File: src/rtl/i2c_ws_pkg.sv
// Shared types for the I2C slave receiver with ninth-clock hold.
// Assumes: nothing beyond standard SystemVerilog.
package i2c_ws_pkg;

    // Transfer phase of the receiver
    typedef enum logic [1:0] {
        PH_IDLE = 2'd0,   // no START seen, or after STOP
        PH_ADDR = 2'd1,   // receiving / acknowledging the address byte
        PH_DATA = 2'd2,   // addressed, receiving data bytes
        PH_SKIP = 2'd3    // not addressed, silent until next START
    } phase_t;

endpackage

File: src/rtl/i2c_ws_sync.sv
// Synchronizer and edge detector for one asynchronous bus line.
// Assumes: the line idles high, so the stages reset to 1.
module i2c_ws_sync #(
    parameter int STAGES = 2
) (
    input  logic clk,
    input  logic rst_n,
    input  logic din,
    output logic dout,
    output logic rise,
    output logic fall
);

    logic [STAGES-1:0] pipe;
    logic              prev;

    // Shift the raw level through the synchronizer chain
    always_ff @(posedge clk) begin
        if (!rst_n) pipe <= '1;
        else        pipe <= {pipe[STAGES-2:0], din};
    end

    // Keep the previous synchronized level for edge detection
    always_ff @(posedge clk) begin
        if (!rst_n) prev <= 1'b1;
        else        prev <= pipe[STAGES-1];
    end

    assign dout = pipe[STAGES-1];
    assign rise = dout & ~prev;
    assign fall = ~dout & prev;

endmodule

File: src/rtl/i2c_ws_shift.sv
// Bit counter and input shift register for one I2C byte plus its ACK slot.
// Assumes: clr wins over everything; the counter wraps on the ninth falling edge.
module i2c_ws_shift #(
    parameter int DATA_W = 8,
    localparam int CNT_W = $clog2(DATA_W + 2)
) (
    input  logic              clk,
    input  logic              rst_n,
    input  logic              clr,
    input  logic              scl_rise,
    input  logic              scl_fall,
    input  logic              sda,
    output logic [CNT_W-1:0]  cnt,
    output logic              byte_done,
    output logic [DATA_W-1:0] byte_val
);

    localparam logic [CNT_W-1:0] LAST_BIT = CNT_W'(DATA_W - 1);
    localparam logic [CNT_W-1:0] ACK_SLOT = CNT_W'(DATA_W);
    localparam logic [CNT_W-1:0] WRAP     = CNT_W'(DATA_W + 1);

    logic [DATA_W-1:0] shreg;

    // Count SCL rising edges of a byte and its ACK bit, wrap after the ninth clock
    always_ff @(posedge clk) begin
        if (!rst_n)                           cnt <= '0;
        else if (clr)                         cnt <= '0;
        else if (scl_fall && cnt == WRAP)     cnt <= '0;
        else if (scl_rise && cnt <= ACK_SLOT) cnt <= cnt + 1'b1;
    end

    // Shift data bits in, MSB first, on rising edges of the data bits
    always_ff @(posedge clk) begin
        if (!rst_n)                           shreg <= '0;
        else if (scl_rise && cnt < ACK_SLOT)  shreg <= {shreg[DATA_W-2:0], sda};
    end

    assign byte_done = scl_rise && (cnt == LAST_BIT);
    assign byte_val  = {shreg[DATA_W-2:0], sda};

    AST_CNT_LIMIT: assert property (@(posedge clk) disable iff (!rst_n)
        cnt <= WRAP);
    AST_BYTE_AT_EIGHTH: assert property (@(posedge clk) disable iff (!rst_n)
        byte_done && !clr |=> cnt == ACK_SLOT);

endmodule

File: src/rtl/i2c_ws_ctrl.sv
// Phase control: bus conditions, address compare, ACK drive, SCL hold and interrupt.
// Assumes: synchronized, edge-detected lines; the controller never issues
// START or STOP while this block holds SCL low.
module i2c_ws_ctrl
    import i2c_ws_pkg::*;
#(
    parameter int DATA_W = 8,
    localparam int ADDR_W = DATA_W - 1,
    localparam int CNT_W  = $clog2(DATA_W + 2)
) (
    input  logic              clk,
    input  logic              rst_n,
    input  logic              scl_lvl,
    input  logic              scl_rise,
    input  logic              scl_fall,
    input  logic              sda_rise,
    input  logic              sda_fall,
    input  logic [CNT_W-1:0]  cnt,
    input  logic              byte_done,
    input  logic [DATA_W-1:0] byte_val,
    input  logic [ADDR_W-1:0] own_addr,
    input  logic              ack_en,
    input  logic              wait_rel,
    output logic              bus_cond,
    output logic              scl_oe,
    output logic              sda_oe,
    output logic [DATA_W-1:0] rx_data,
    output logic              irq,
    output logic              irq_addr,
    output logic              addr_match
);

    localparam logic [CNT_W-1:0] ACK_SLOT = CNT_W'(DATA_W);
    localparam logic [CNT_W-1:0] WRAP     = CNT_W'(DATA_W + 1);

    phase_t phase;
    logic   ack_pend;
    logic   start_c, stop_c, active, addr_hit;

    // Detect START/STOP: SDA edge while SCL was and is high
    assign start_c  = scl_lvl && !scl_rise && sda_fall;
    assign stop_c   = scl_lvl && !scl_rise && sda_rise;
    assign bus_cond = start_c | stop_c;
    assign active   = (phase == PH_ADDR) || (phase == PH_DATA);
    assign addr_hit = (byte_val[DATA_W-1:1] == own_addr) && !byte_val[0];

    // Sequence phases, drive ACK, hold SCL and pulse the interrupt
    always_ff @(posedge clk) begin
        if (!rst_n) begin
            phase      <= PH_IDLE;
            ack_pend   <= 1'b0;
            scl_oe     <= 1'b0;
            sda_oe     <= 1'b0;
            rx_data    <= '0;
            irq        <= 1'b0;
            irq_addr   <= 1'b0;
            addr_match <= 1'b0;
        end else begin
            irq <= 1'b0;
            if (scl_oe && wait_rel) scl_oe <= 1'b0;
            if (start_c) begin
                phase    <= PH_ADDR;
                sda_oe   <= 1'b0;
                ack_pend <= 1'b0;
            end else if (stop_c) begin
                phase      <= PH_IDLE;
                sda_oe     <= 1'b0;
                ack_pend   <= 1'b0;
                addr_match <= 1'b0;
            end else begin
                if (byte_done && phase == PH_ADDR) begin
                    if (addr_hit) begin
                        addr_match <= 1'b1;
                        ack_pend   <= 1'b1;
                    end else begin
                        addr_match <= 1'b0;
                        phase      <= PH_SKIP;
                    end
                end
                if (byte_done && phase == PH_DATA) begin
                    rx_data  <= byte_val;
                    ack_pend <= ack_en;
                end
                if (scl_fall && cnt == ACK_SLOT && active)
                    sda_oe <= ack_pend;
                if (scl_fall && cnt == WRAP && active) begin
                    sda_oe   <= 1'b0;
                    scl_oe   <= 1'b1;
                    irq      <= 1'b1;
                    irq_addr <= (phase == PH_ADDR);
                    phase    <= PH_DATA;
                end
            end
        end
    end

    AST_HOLD_UNTIL_REL: assert property (@(posedge clk) disable iff (!rst_n)
        scl_oe && !wait_rel |=> scl_oe);
    AST_REL_DROPS_HOLD: assert property (@(posedge clk) disable iff (!rst_n)
        scl_oe && wait_rel |=> !scl_oe);
    AST_HOLD_WITH_IRQ: assert property (@(posedge clk) disable iff (!rst_n)
        $rose(scl_oe) |-> irq);
    AST_IRQ_NEEDS_MATCH: assert property (@(posedge clk) disable iff (!rst_n)
        irq |-> addr_match);
    AST_SKIP_SILENT: assert property (@(posedge clk) disable iff (!rst_n)
        phase == PH_SKIP |-> !sda_oe && !scl_oe && !irq);
    AST_SDA_IN_ACK_SLOT: assert property (@(posedge clk) disable iff (!rst_n)
        sda_oe |-> (cnt == ACK_SLOT || cnt == WRAP));

endmodule

File: src/rtl/i2c_wait_slave.sv
// Top: I2C slave receiver that acknowledges its own address, holds SCL low
// after every ninth clock of an addressed transfer and waits for a release.
// Assumes: scl_oe/sda_oe drive open-drain pads; inputs are the line levels.
module i2c_wait_slave #(
    parameter int DATA_W      = 8,
    parameter int SYNC_STAGES = 2,
    localparam int ADDR_W     = DATA_W - 1
) (
    input  logic              clk,
    input  logic              rst_n,
    input  logic              scl_i,
    input  logic              sda_i,
    input  logic [ADDR_W-1:0] own_addr,
    input  logic              ack_en,
    input  logic              wait_rel,
    output logic              scl_oe,
    output logic              sda_oe,
    output logic [DATA_W-1:0] rx_data,
    output logic              irq,
    output logic              irq_addr,
    output logic              addr_match
);

    localparam int CNT_W  = $clog2(DATA_W + 2);
    localparam int N_LINE = 2;   // index 0 = SCL, 1 = SDA

    logic [N_LINE-1:0] raw, lvl, rise, fall;
    logic [CNT_W-1:0]  cnt;
    logic              byte_done, bus_cond;
    logic [DATA_W-1:0] byte_val;

    assign raw = {sda_i, scl_i};

    // One synchronizer per bus line
    for (genvar g = 0; g < N_LINE; g++) begin : g_line
        i2c_ws_sync #(.STAGES(SYNC_STAGES)) u_sync (
            .clk  (clk),
            .rst_n(rst_n),
            .din  (raw[g]),
            .dout (lvl[g]),
            .rise (rise[g]),
            .fall (fall[g])
        );
    end

    i2c_ws_shift #(.DATA_W(DATA_W)) u_shift (
        .clk      (clk),
        .rst_n    (rst_n),
        .clr      (bus_cond),
        .scl_rise (rise[0]),
        .scl_fall (fall[0]),
        .sda      (lvl[1]),
        .cnt      (cnt),
        .byte_done(byte_done),
        .byte_val (byte_val)
    );

    i2c_ws_ctrl #(.DATA_W(DATA_W)) u_ctrl (
        .clk       (clk),
        .rst_n     (rst_n),
        .scl_lvl   (lvl[0]),
        .scl_rise  (rise[0]),
        .scl_fall  (fall[0]),
        .sda_rise  (rise[1]),
        .sda_fall  (fall[1]),
        .cnt       (cnt),
        .byte_done (byte_done),
        .byte_val  (byte_val),
        .own_addr  (own_addr),
        .ack_en    (ack_en),
        .wait_rel  (wait_rel),
        .bus_cond  (bus_cond),
        .scl_oe    (scl_oe),
        .sda_oe    (sda_oe),
        .rx_data   (rx_data),
        .irq       (irq),
        .irq_addr  (irq_addr),
        .addr_match(addr_match)
    );

    AST_IRQ_ONE_CYCLE: assert property (@(posedge clk) disable iff (!rst_n)
        irq |=> !irq);

endmodule

File: config.mk
export PLATFORM = sky130hd
export DESIGN_NAME = i2c_wait_slave
export DESIGN_NICKNAME = d
export VERILOG_FILES = /design/src/rtl/i2c_ws_pkg.sv /design/src/rtl/i2c_ws_sync.sv /design/src/rtl/i2c_ws_shift.sv /design/src/rtl/i2c_ws_ctrl.sv /design/src/rtl/i2c_wait_slave.sv
export SDC_FILE = /design/constraint.sdc
export NUM_CORES = 1
export LEC_CHECK = 0
export BUFFER_PORTS_ARGS = -buffer_cell sky130_fd_sc_hd__buf_4
export CAP_MARGIN = 20
export CORE_MARGIN = 2
export CORE_UTILIZATION = 57
export DETAILED_ROUTE_END_ITERATION = 16
export MAX_ROUTING_LAYER = met4
export PLACE_DENSITY = 0.93
export SLEW_MARGIN = 20
export SYNTH_ARGS = -nofsm -noshare
export SYNTH_HDL_FRONTEND = slang
export SYNTH_SLANG_ARGS = --single-unit
File: constraint.sdc
create_clock -name clk -period 2.68 [get_ports clk]
set_input_delay 0.402 -clock clk [delete_from_list [all_inputs] [get_ports clk]]
set_output_delay 0.402 -clock clk [all_outputs]
set_load 0.005 [all_outputs]
Word level (Yosys, flattened, before mapping). Cells that the tools add are included.

Bits in registers: 33. Input port bits: 13. Output and inout bits: 13. Logic and storage cells: 85.

Add/subtract/negate cells: 1. Order comparisons: 2. Eq/ne operators: 8. Multiplexer cells: 16. Bitwise operators: 12. Reduce and logical (&&, ||, !) cells: 31.

Operators by type and width (count): $logic_and 1x1->1 (14); $mux 1 (13); $eq 4x4->1 const B (2); $reduce_and 2->1 (4); $reduce_bool 2->1 (4); $eq 7x7->1 (1); $not 1->1 (7); $mux 2 (3); $reduce_and 3->1 (2); $reduce_or 3->1 (2); $add 4x1->4 const B (1); $and 1x1->1 (4); $eq 4x3->1 const B (1); $le 4x4->1 const B (1); $lt 4x4->1 const B (1); $ne 4x2->1 const B (1); $reduce_bool 4->1 (1); $reduce_or 4->1 (1); $eq 2x1->1 const B (1); $eq 2x2->1 const B (1); $logic_not 1->1 (2); $ne 2x2->1 const B (1); $logic_or 1x1->1 (1); $or 1x1->1 (1).

Logic depth before layout (Yosys ltp). Gate-level depths: netlist of run 1.

Depth in word-level cells: 8. Gate-level depth with buffers: 6. Depth with buffers taken out: 6.

Cells and area by module. A second synthesis of run 1 with hierarchy kept.

Cell total of the unflattened synthesis: 160. Area, all modules: 1546.5 sq um.

Modules (own cells, without submodules): i2c_ws_ctrl (times used 1, cells each 84, area each 825.8 sq um, seq. area each 320.3 sq um); i2c_ws_shift (times used 1, cells each 60, area each 538.0 sq um, seq. area each 220.2 sq um); i2c_ws_sync (times used 2, cells each 8, area each 91.3 sq um, seq. area each 60.1 sq um).

Least setup slack after synthesis of run 1. OpenSTA, ideal clock, no wires.

Path type: input-to-reg. Start point: input own_addr[5]. End point: register u_ctrl.phase[1]. Setup time: 120 ps. Arrival: 1316 ps. Data required time: 2560 ps. Path slack: 1244 ps. Cell stages on the path: 4. Buffers on the path: 0. Cell sequence: xor2_1 nor4_1 a21boi_2 o31a_1.

Longest elaborated chain between the ends: 4.

RTL lines: start: declaration (line i2c_wait_slave.sv:13) `input logic [ADDR_W-1:0] own_addr,`; $eq 7x7->1 (line i2c_ws_ctrl.sv:45) `assign addr_hit = (byte_val[DATA_W-1:1] == own_addr) && !byte_val[0];`; $logic_and 1x1->1 (line i2c_ws_ctrl.sv:45); $ne 2x2->1 (no source line); $reduce_and 2->1 (no source line); end signal: assignment (line i2c_ws_ctrl.sv:50) `phase <= PH_IDLE;`; end signal: assignment (line i2c_ws_ctrl.sv:62) `phase <= PH_ADDR;`; end signal: assignment (line i2c_ws_ctrl.sv:66) `phase <= PH_IDLE;`; end: declaration (line i2c_ws_ctrl.sv:36) `phase_t phase;`.

Every way passes these cells. A chain may end at the register's enable or synchronous reset.

Worst setup path after layout of run 1.
Start point: register g_line[0].u_sync.pipe[1]. End point: register u_ctrl.phase[0].

Longest elaborated chain between the ends: 7. Elaborated cells between the ends (all ways): 17. Those cells by class: 1 x eq/ne; 3 x mux; 3 x bitwise; 10 x reduce/logical.

RTL lines: start: declaration (line i2c_ws_sync.sv:14) `logic [STAGES-1:0] pipe;`; start signal: assignment (line i2c_ws_sync.sv:20) `else pipe <= {pipe[STAGES-2:0], din};`; $not 1->1 (line i2c_ws_sync.sv:31) `assign fall = ~dout & prev;`; $and 1x1->1 (line i2c_ws_sync.sv:31); $logic_and 1x1->1 (2 in a row) (line i2c_ws_ctrl.sv:86) `if (scl_fall && cnt == WRAP && active) begin`; $mux 2 (line i2c_ws_ctrl.sv:86); $mux 1 (line i2c_ws_ctrl.sv:65) `end else if (stop_c) begin`; $mux 1 (line i2c_ws_ctrl.sv:61) `if (start_c) begin`; end signal: assignment (line i2c_ws_ctrl.sv:62); end signal: assignment (line i2c_ws_ctrl.sv:66); end signal: assignment (line i2c_ws_ctrl.sv:91) `phase <= PH_DATA;`.

Several ways; a longest one is shown, not always the timed one.

==> reports/summary.txt, run 1 <==
synth warn = 0
initial antenna violation count = 0
cts hold-fix bufs = 0
FF+latch count, synth = 33
Final HPWL DP = 2.10 mm
Seq pwr share = 0.578
area grow syn2layout = 19.7%
nets = 196
root buf cell = clkbuf_4
Die Y = 53.7 um
CTS Buffer Depth = 2
# rows = 18
io pins = 26
DRC = 0
crit path DAT = 1.86 ns
via count = 1,173
Die X = 53.7 um
count of final setup violators = 0
Post-Synthesis Cell Area = 1410 sq um
Fin Setup TNS = 0 ns
vias in the first global route = 1,025
WL final = 2.92 mm
Num CTS Buffers = 5
DR iter-0 viols = 29
HP Class = primary input to flop
all-layer global routing usage = 0.231
required time worst endpoint = 2.96 ns
Pins Over Slew Limit = 0
Mapped Cells = 149
sw frac = 0.225
VDD IR max = 0.540 mV
core box area = 2410 sq um
switching power = 0.195 mW
Max-slew headroom = 0.619
Initial Util = 0.584
Initial DRT Pass Iterations = 4
share of layout cells above drive strength 1 = 0.223
first-pass GRT wire length = 4.53 mm
Max Fclk = 632 MHz
sequential area share after synthesis = 0.469
Synth top area share = 0.469
Ant. Diodes = 0
Syn Nets = 167
clock transition at the registers of the reported paths = 0.10 ns
top cell type by total area after synthesis = dfxtp_1
wire per inst = 14.0 um
Gate power share = 0.057
min cycle time layout = 1.58 ns
max cap viols = 0
Worst Setup Path Type = flop to flop
gpl congestion = 0.766
Post-Syn Area per Cell = 9.45 sq um
PortBufs = 25
Vias/cell = 5.61
RSZ-0062 raised after global routing = no
overflow left after global routing = 0
Pwr per Cell Area = 515 nW/um^2
critical path fanouts, max = 11
crit end category = flop
outcome = finished clean
clock sink count = 33
post-route ant nets = 0
Min Hold Slack = 0.246 ns
setup bufs post-CTS = 0
skew final = 0.0115 ns
P_leak = 0.686 nW
H-tree level count = 2
total internal power = 0.672 mW
worst slew pin tran = 0.567 ns
Synth cell types = 35
final hold vios = 0
top post-synthesis cells by area = dfxtp_1 (47%), mux2i_1 (6.4%), nand2_1 (5.6%)
cts repair resizes = 0
Die ar. = 2880 sq um
Worst-Skew Late Latency = 0.34 ns
CTS tree = done
period utilization = 0.590
Clock power frac = 0.365
CP Launch Type = flop
largest net degree at the start of global routing = 20
## power groups by stage
stage | Clock [mW] | Combinational [mW] | Sequential [mW]
floorplan | 0 | 0.0291 | 0.511
global placement | 0 | 0.0460 | 0.512
detailed placement | 0 | 0.0482 | 0.513
CTS | 0.322 | 0.0490 | 0.501
global route | 0.342 | 0.0544 | 0.503
finish | 0.317 | 0.0494 | 0.501
## per-layer routing
| layer | vias up | part of all wire | track usage |
|---|---|---|---|
| li1 | 567 | - | - |
| met1 | 563 | 0.45 | 0.276 |
| met2 | 37 | 0.48 | 0.358 |
| met3 | 6 | 0.052 | 0.0750 |
| met4 | 0 | 0.012 | 0.0940 |
| met5 | - | 0 | - |
## area by class of cell
class                      instances  area [sq um]
clock buffer                       7          65.1
clock inverter                     1          5.00
fill                             180           724
inverter                           6          22.5
multi-input combinational        106           699
sequential                        33           661
tap                               30          37.5
timing repair buffer              26           195
## registers in the layout (all words and copies together), names as in the netlist, 2 cells and up
signal              flops
u_ctrl.rx_data          8
u_shift.shreg           7
g_line.u_sync.pipe      4
u_shift.cnt             4
g_line.u_sync.prev      2
u_ctrl.phase            2
## cell usage in the layout, fill, tap and decap left out, types with 2 or more instances in the layout
| master | netlist | final |
|---|---|---|
| nand2b_1 | 9 | 9 |
| clkbuf_8 | 0 | 2 |
| ha_1 | 5 | 5 |
| dfxtp_1 | 33 | 33 |
| nor2_1 | 14 | 14 |
| inv_1 | 5 | 5 |
| nor4_1 | 2 | 2 |
| a31oi_1 | 3 | 3 |
| mux2i_1 | 9 | 9 |
| xor2_1 | 8 | 8 |
| nand2_1 | 21 | 21 |
| o21ai_0 | 4 | 4 |
| a21oi_1 | 11 | 11 |
| clkbuf_4 | 0 | 5 |
| xnor2_1 | 2 | 2 |
| buf_4 | 0 | 26 |
## critical path, stage by stage, from the launching register on
cell,delay [ns]
dfxtp_1,0.44
nor3b_2,0.21
buf_4,0.24
and4_4,0.27
a21boi_2,0.21
a32o_1,0.17
## Yosys cell counts, drive strengths merged
master,count
o21ai,4
buf,4
nand2b,9
o31a,1
or2b,1
inv,6
a31oi,3
or3,1
mux2i,9
o2111ai,1
o31ai,1
nor4,2
and3b,1
xor2,8
and4,2
xnor2,2
a21oi,11
nand4,1
a211oi,1
nand3b,1
nor2,14
ha,5
a32o,1
dfxtp,33
a41oi,1
nor3b,2
a21boi,2
nand2,21
and4bb,1
## cells by family after synthesis
| logic type | Yosys count | share of synthesized area |
|---|---|---|
| AND/OR/NAND/NOR | 56 | 0.210 |
| adder cells (fa/ha/maj) | 5 | 0.0444 |
| XOR/XNOR | 10 | 0.0622 |
| multiplexers | 9 | 0.0640 |
| AO/OA/AOI/OAI | 26 | 0.116 |
| flip-flops | 33 | 0.469 |
| buffers and inverters | 10 | 0.0338 |
## per-stage QoR
stage	util	area [sq um]	total power [mW]	cells	worst slack [ns]
floorplan	-	1410	0.540	149	1.24
global placement	0.670	1620	0.558	201	1.07
detailed placement	0.670	1620	0.561	201	1.01
CTS	0.699	1690	0.872	209	1.11
global route	0.699	1690	0.899	209	0.969
finish	0.699	1690	0.867	209	1.10
## path summary, 6_finish.rpt
path              slack, ns                  endpoint                     start  depth (start not counted)
setup / recovery       1.10           u_ctrl.phase[0]  g_line[0].u_sync.pipe[1]                          5
hold / removal         0.25  g_line[0].u_sync.pipe[0]                     scl_i                          2
hold reg to reg        0.41  g_line[0].u_sync.pipe[1]  g_line[0].u_sync.pipe[0]                          1
setup reg to reg       1.10           u_ctrl.phase[0]  g_line[0].u_sync.pipe[1]                          5
(Power assumes the default switching activity.)
==> run 2, diff against run 1 <==
--- a/config.mk
+++ b/config.mk
@@ -7,11 +7,12 @@
 export LEC_CHECK = 0
 export BUFFER_PORTS_ARGS = -buffer_cell sky130_fd_sc_hd__buf_4
 export CAP_MARGIN = 20
+export CORE_ASPECT_RATIO = 0.5
 export CORE_MARGIN = 2
-export CORE_UTILIZATION = 57
+export CORE_UTILIZATION = 53
 export DETAILED_ROUTE_END_ITERATION = 16
 export MAX_ROUTING_LAYER = met4
-export PLACE_DENSITY = 0.93
+export PLACE_DENSITY = 0.88
 export SLEW_MARGIN = 20
 export SYNTH_ARGS = -nofsm -noshare
 export SYNTH_HDL_FRONTEND = slang
==> constraint.sdc (replaced) <==
create_clock -name clk -period 1.5 [get_ports clk]
set_input_delay 0.225 -clock clk [delete_from_list [all_inputs] [get_ports clk]]
set_output_delay 0.225 -clock clk [all_outputs]
set_load 0.005 [all_outputs]
==> run 2 against run 1 <==
- cell count increased by 5.3%
- wire length is 2.1% lower
- via count shrank 1.8%
- critical path depth unchanged
- fmax is 13% higher
- hold slack worse by 0.12 ns
- critical endpoint is now u_ctrl.phase[1]
==> reports/summary.txt, run 2 (synthesized netlist as in run 1, its figures left out) <==
Die ar. = 3110 sq um
RSZ-0062 raised after global routing = no
Worst-Skew Late Latency = 0.29 ns
flip-flop count of the largest register after layout = 8
HP Start = sda_i
Clock power frac = 0.444
R2R Path End = u_ctrl.phase[1]
CP max-delay cell = dfxtp_1
Final Cell Area = 1790 sq um
clock sink count = 33
DR iter-0 viols = 37
io pins = 26
core box area = 2550 sq um
root buf cell = clkbuf_8
switching power = 0.365 mW
worst r2r src = u_shift.shreg[1]
Max-slew headroom = 0.821
CTS tree = done
Die Y = 40.4 um
overflow left after global routing = 0
Seq pwr share = 0.502
area grow syn2layout = 26.8%
Fin Setup TNS = 0 ns
period utilization = 0.935
HP Class = primary input to flop
largest net degree at the start of global routing = 19
hold endpoint = g_line[1].u_sync.pipe[0]
PortBufs = 25
largest stage delay on the critical path = 0.35 ns
via count = 1,152
Final Util = 0.699
share of layout cells above drive strength 1 = 0.268
required time worst endpoint = 1.67 ns
Biggest register = u_ctrl.rx_data
# rows = 13
initial antenna violation count = 0
Worst Reg-to-Reg Cells = 5
placed insts = 212
crit end category = flop
all-layer global routing usage = 0.212
CP Cell Sequence = xor2_1 > nor4_1 > buf_4 > a21boi_2 > o31a_1
CTS Buffer Depth = 2
max cap viols = 0
DP Area = 1650 sq um
CP Launch Type = flop
WL final = 2.86 mm
crit path DAT = 1.58 ns
DRC = 0
nets = 201
min cycle time layout = 1.40 ns
Hold Path Depth = 2
post-route ant nets = 0
flop2flop setup slack = 0.1 ns
Final WS setup = 0.0980 ns
Initial Util = 0.551
Vias/cell = 5.24
Final Non-Filler Cells = 220
Top Registers = u_ctrl.rx_data (8), u_shift.shreg (7)
Ant. Diodes = 0
Num CTS Buffers = 5
first-pass GRT wire length = 4.62 mm
critical path fanouts, max = 4
gpl congestion = 0.841
final hold vios = 0
Pwr per Cell Area = 1000 nW/um^2
H-tree level count = 2
worst slew pin tran = 0.266 ns
Final HPWL DP = 1.98 mm
outcome = finished clean
Die X = 76.9 um
P_leak = 0.724 nW
wire per inst = 13.0 um
sw frac = 0.205
clock transition at the registers of the reported paths = 0.06 ns
VDD IR max = 0.732 mV
skew final = 0.00703 ns
Pins Over Slew Limit = 0
Max Fclk = 713 MHz
CP Depth = 5
Top delay family on crit path = flip-flops
total internal power = 1.42 mW
Gate power share = 0.054
commonest non-fill, non-tap cells in the layout = dfxtp_1 (31), buf_4 (31), nand2_1 (21)
Initial DRT Pass Iterations = 5
vias in the first global route = 1,025
Post-Place Setup Slack = 0.0467 ns
Buf/Inv on CP = 1
count of final setup violators = 0
Worst Setup Path Type = flop to flop
-- run 2: what timing repair did --
action                                  in CTS  in global routing
endpoints found under the setup margin       0                 15
hold buffers                                 0                  0
gates resized for setup                      0                  7
setup buffers                                0                  1
-- run 2: worst max path at each step --
| stage | from | end | slack [ns] |
|---|---|---|---|
| floorplan | u_shift.shreg[5] | u_ctrl.phase[1] | 0.12 |
| global placement | u_ctrl.phase[0] | u_ctrl.sda_oe | 0.12 |
| detailed placement | g_line[0].u_sync.pipe[1] | u_ctrl.rx_data[1] | 0.05 |
| CTS | g_line[0].u_sync.pipe[1] | u_ctrl.rx_data[1] | 0.01 |
| global route | u_shift.shreg[1] | u_ctrl.phase[1] | 0.02 |
| finish | u_shift.shreg[1] | u_ctrl.phase[1] | 0.1 |
-- run 2: cell type report --
class / count / area [sq um]
Fill cell: 197 / 768
Multi-Input combinational cell: 106 / 717
Sequential cell: 33 / 663
Timing Repair Buffer: 31 / 233
Clock buffer: 5 / 68.8
Tap cell: 37 / 46.3
Clock inverter: 2 / 35.0
Inverter: 6 / 22.5
-- run 2: power by group through the flow --
stage | clock, mW | sequential, mW | combinational [mW]
6_report | 0.792 | 0.897 | 0.0963
5_1_grt | 0.843 | 0.897 | 0.106
4_1_cts | 0.802 | 0.896 | 0.0906
3_5_place_dp | 0 | 0.915 | 0.0893
3_3_place_gp | 0 | 0.915 | 0.0873
2_1_floorplan | 0 | 0.913 | 0.0520
-- run 2: stage by stage --
stage	power [mW]	hold slack, ns
after global routing	1.85	0.134
after CTS	1.79	0.121
after floorplan	0.965	0.326
after global placement	1.00	0.390
after detailed placement	1.00	0.393
final	1.78	0.128
-- run 2: routing by layer --
layer,track usage,share of wire,wire (um),vias up
met3,0.0878,0.054,155,7
met1,0.221,0.45,1290,541
met5,-,0,0,-
met2,0.377,0.47,1340,27
met4,0.0909,0.024,69,0
li1,-,-,-,577
==> run 3, diff against run 2 <==
--- a/config.mk
+++ b/config.mk
@@ -5,14 +5,15 @@
 export SDC_FILE = /design/constraint.sdc
 export NUM_CORES = 1
 export LEC_CHECK = 0
+export ABC_AREA = 1
 export BUFFER_PORTS_ARGS = -buffer_cell sky130_fd_sc_hd__buf_4
-export CAP_MARGIN = 20
+export CAP_MARGIN = 25
 export CORE_ASPECT_RATIO = 0.5
 export CORE_MARGIN = 2
-export CORE_UTILIZATION = 53
+export CORE_UTILIZATION = 49
 export DETAILED_ROUTE_END_ITERATION = 16
 export MAX_ROUTING_LAYER = met4
-export PLACE_DENSITY = 0.88
+export PLACE_DENSITY = 0.85
 export SLEW_MARGIN = 20
 export SYNTH_ARGS = -nofsm -noshare
 export SYNTH_HDL_FRONTEND = slang
==> constraint.sdc (replaced) <==
create_clock -name clk -period 1.2 [get_ports clk]
set_input_delay 0.18 -clock clk [delete_from_list [all_inputs] [get_ports clk]]
set_output_delay 0.18 -clock clk [all_outputs]
set_load 0.005 [all_outputs]
==> run 3 against run 2 <==
- the run now ends with setup timing left
- clock power up 39%
- register-to-register slack worse by 0.33 ns
- first-iteration DRC count up 14%
- critical path depth up 4
- via count up 26%
- clock-buffer cell count up 2
- total power up 37%
- highest routed layer unchanged
- sequential share of layout area down 5.7 points
- core utilization up 9.6 points
- combinational power up 120%
- largest cell class unchanged
- critical endpoint is now u_ctrl.sda_oe
- largest power group unchanged
- hold slack worse by 0.048 ns
==> reports/summary.txt, run 3 <==
CP Cell Sequence = inv_1 > nand4_1 > inv_1 > nor2_2 > nand2_2 > buf_6 > nor2_1 > nand2_1 > inv_1
area grow syn2layout = 47.8%
FF+latch count, synth = 33
Synth top area share = 0.452
CP Depth = 9
CP Launch Type = flop
PortBufs = 25
largest stage delay on the critical path = 0.35 ns
Die ar. = 3460 sq um
Num CTS Buffers = 5
Top delay family on crit path = simple AND/OR/NAND/NOR gates
core box area = 2720 sq um
Final WS setup = -0.231 ns
top cell type by total area after synthesis = dfxtp_1
Worst Reg-to-Reg Cells = 9
CP most frequent cell = inv_1
Hold Path Depth = 2
# rows = 13
metal3 WL = 193 um
Ant. Diodes = 0
CP max-delay cell = dfxtp_2
Synth Flop Type = dfxtp_1
Commonest cells post-synth = inv_1 (37), nand2_1 (37), dfxtp_1 (33)
outcome = complete, but fails checks
Mapped Cells = 191
Clock power frac = 0.451
uppermost layer routed = met4
Vias/cell = 5.13
most common library cell in the layout ignoring fill and taps = buf_4
Pwr per Cell Area = 1130 nW/um^2
count of final setup violators = 21
H-tree level count = 2
Seq pwr share = 0.463
total power = 2.44 mW
clock transition at the registers of the reported paths = 0.07 ns
Die Y = 42.6 um
Max-slew headroom = 0.831
critical path fanouts, max = 4
clock sink count = 33
Initial Util = 0.538
initial antenna violation count = 0
skew final = 0.00479 ns
Final HPWL DP = 2.34 mm
DR iter-0 viols = 42
placed insts = 271
via count = 1,446
VDD IR max = 0.767 mV
sw frac = 0.227
Worst-Skew Late Latency = 0.29 ns
synth warn = 0
post-route ant nets = 0
DRC = 0
cts hold-fix bufs = 0
P_leak = 0.984 nW
sequential area share after synthesis = 0.452
Post-Synthesis Cell Area = 1460 sq um
Top Registers = u_ctrl.rx_data (8), u_shift.shreg (7)
first-pass GRT wire length = 5.97 mm
crit path DAT = 1.67 ns
layout filler cell count = 148
commonest non-fill, non-tap cells in the layout = buf_4 (47), nand2_1 (33), inv_1 (32)
Gate power share = 0.086
failing checks = setup timing
min cycle time layout = 1.43 ns
flip-flop count of the largest register after layout = 8
root buf cell = clkbuf_8
required time worst endpoint = 1.43 ns
share of layout cells above drive strength 1 = 0.437
Buf/Inv on CP = 4
Biggest register = u_ctrl.rx_data
RSZ-0062 raised after global routing = yes
wire per inst = 14.8 um
Die X = 81.2 um
final hold vios = 0
HP Class = primary input to flop
Fin Setup TNS = -2.02 ns
Initial DRT Pass Iterations = 4
Worst Setup Path Type = flop to flop
Max Fclk = 699 MHz
io pins = 26
Syn Nets = 209
all-layer global routing usage = 0.242
Final Non-Filler Cells = 282
WL final = 4.16 mm
max cap viols = 0
CTS tree = done
CTS Buffer Depth = 2
vias in the first global route = 1,363
nets = 262
total internal power = 1.89 mW
Synth cell types = 28
met1 WL = 1.71 mm
worst slew pin tran = 0.250 ns
crit end category = flop
gpl congestion = 0.766
DR WL met2 = 2.17 mm
top post-synthesis cells by area = dfxtp_1 (45%), inv_1 (9.5%), nand2_1 (9.5%)
largest net degree at the start of global routing = 22
switching power = 0.554 mW
Post-synth EDFFs = 0
Min Hold Slack = 0.0800 ns
overflow left after global routing = 0
Pins Over Slew Limit = 0
Async SR Flop Fraction = 0
Post-Syn Area per Cell = 7.65 sq um
period utilization = 1.19
[run 3: cell types whose count changed after synthesis, sizes merged, moves of 4 or more]
cell / change
xor2: -7
nand2b: -9
nor2: +5
nand2: +16
a21oi: +6
mux2i: -9
inv: +32
o21ai: +12
nand3: +5
or2: +4
[run 3: final timing paths]
kind | start | end | slack, ns
hold / removal | scl_i | g_line[0].u_sync.pipe[0] | 0.08
setup reg to reg | g_line[1].u_sync.pipe[1] | u_ctrl.sda_oe | -0.23
setup / recovery | g_line[1].u_sync.pipe[1] | u_ctrl.sda_oe | -0.23
hold reg to reg | g_line[0].u_sync.pipe[0] | g_line[0].u_sync.pipe[1] | 0.42
[run 3: layout make-up]
class / count / area [sq um] / share of cell area
multi-input combinational: 116 / 779 / 0.361
sequential: 33 / 678 / 0.314
timing repair buffer: 50 / 387 / 0.179
inverter: 38 / 153 / 0.0707
clock buffer: 7 / 86.3 / 0.0400
tap: 37 / 46.3 / 0.0214
clock inverter: 1 / 30.0 / 0.0139
[run 3: cells by family (layout without fill, tap and decap cells)]
group / Yosys count / after routing / synth area share
AO/OA/AOI/OAI: 40 / 40 / 0.156
XOR/XNOR: 1 / 1 / 0.00599
adder cells (fa/ha/maj): 5 / 5 / 0.0428
buffers and inverters: 42 / 96 / 0.115
flip-flops: 33 / 33 / 0.452
multiplexers: 1 / 1 / 0.00770
AND/OR/NAND/NOR: 69 / 69 / 0.221
[run 3: worst register-to-register path, delay by kind of cell (launching register included)]
family / cells / cell delay [ns]
buffers and inverters: 4 / 0.37
flip-flops: 1 / 0.35
AND/OR/NAND/NOR: 5 / 0.67
[run 3: per-layer routing]
| metal | GRT usage | vias up |
|---|---|---|
| li1 | - | 707 |
| met1 | 0.265 | 682 |
| met2 | 0.418 | 47 |
| met3 | 0.0754 | 10 |
| met4 | 0.0881 | 0 |
| met5 | - | - |
[run 3: timing repair]
action / in CTS / in global routing
gates resized for setup: 32 / 18
endpoints found under the setup margin: 27 / 27
setup buffers: 1 / 2
cloned: 0 / 0
pin swaps: 10 / 12
[run 3: power groups by stage]
| stage | Clock [mW] | Combinational (mW) | Sequential [mW] |
|---|---|---|---|
| after floorplan | 0 | 0.0954 | 1.15 |
| after global placement | 0 | 0.168 | 1.15 |
| after detailed placement | 0 | 0.175 | 1.15 |
| after CTS | 1.10 | 0.191 | 1.13 |
| after global routing | 1.15 | 0.231 | 1.13 |
| final | 1.10 | 0.211 | 1.13 |
[run 3: per-stage QoR]
step	util	worst slack, ns	cell area (sq um)
after global placement	0.691	-0.0779	1880
after detailed placement	0.691	-0.132	1880
final	0.795	-0.231	2160
after CTS	0.769	-0.120	2090
after global routing	0.795	-0.275	2160
after floorplan	-	-0.0592	1500
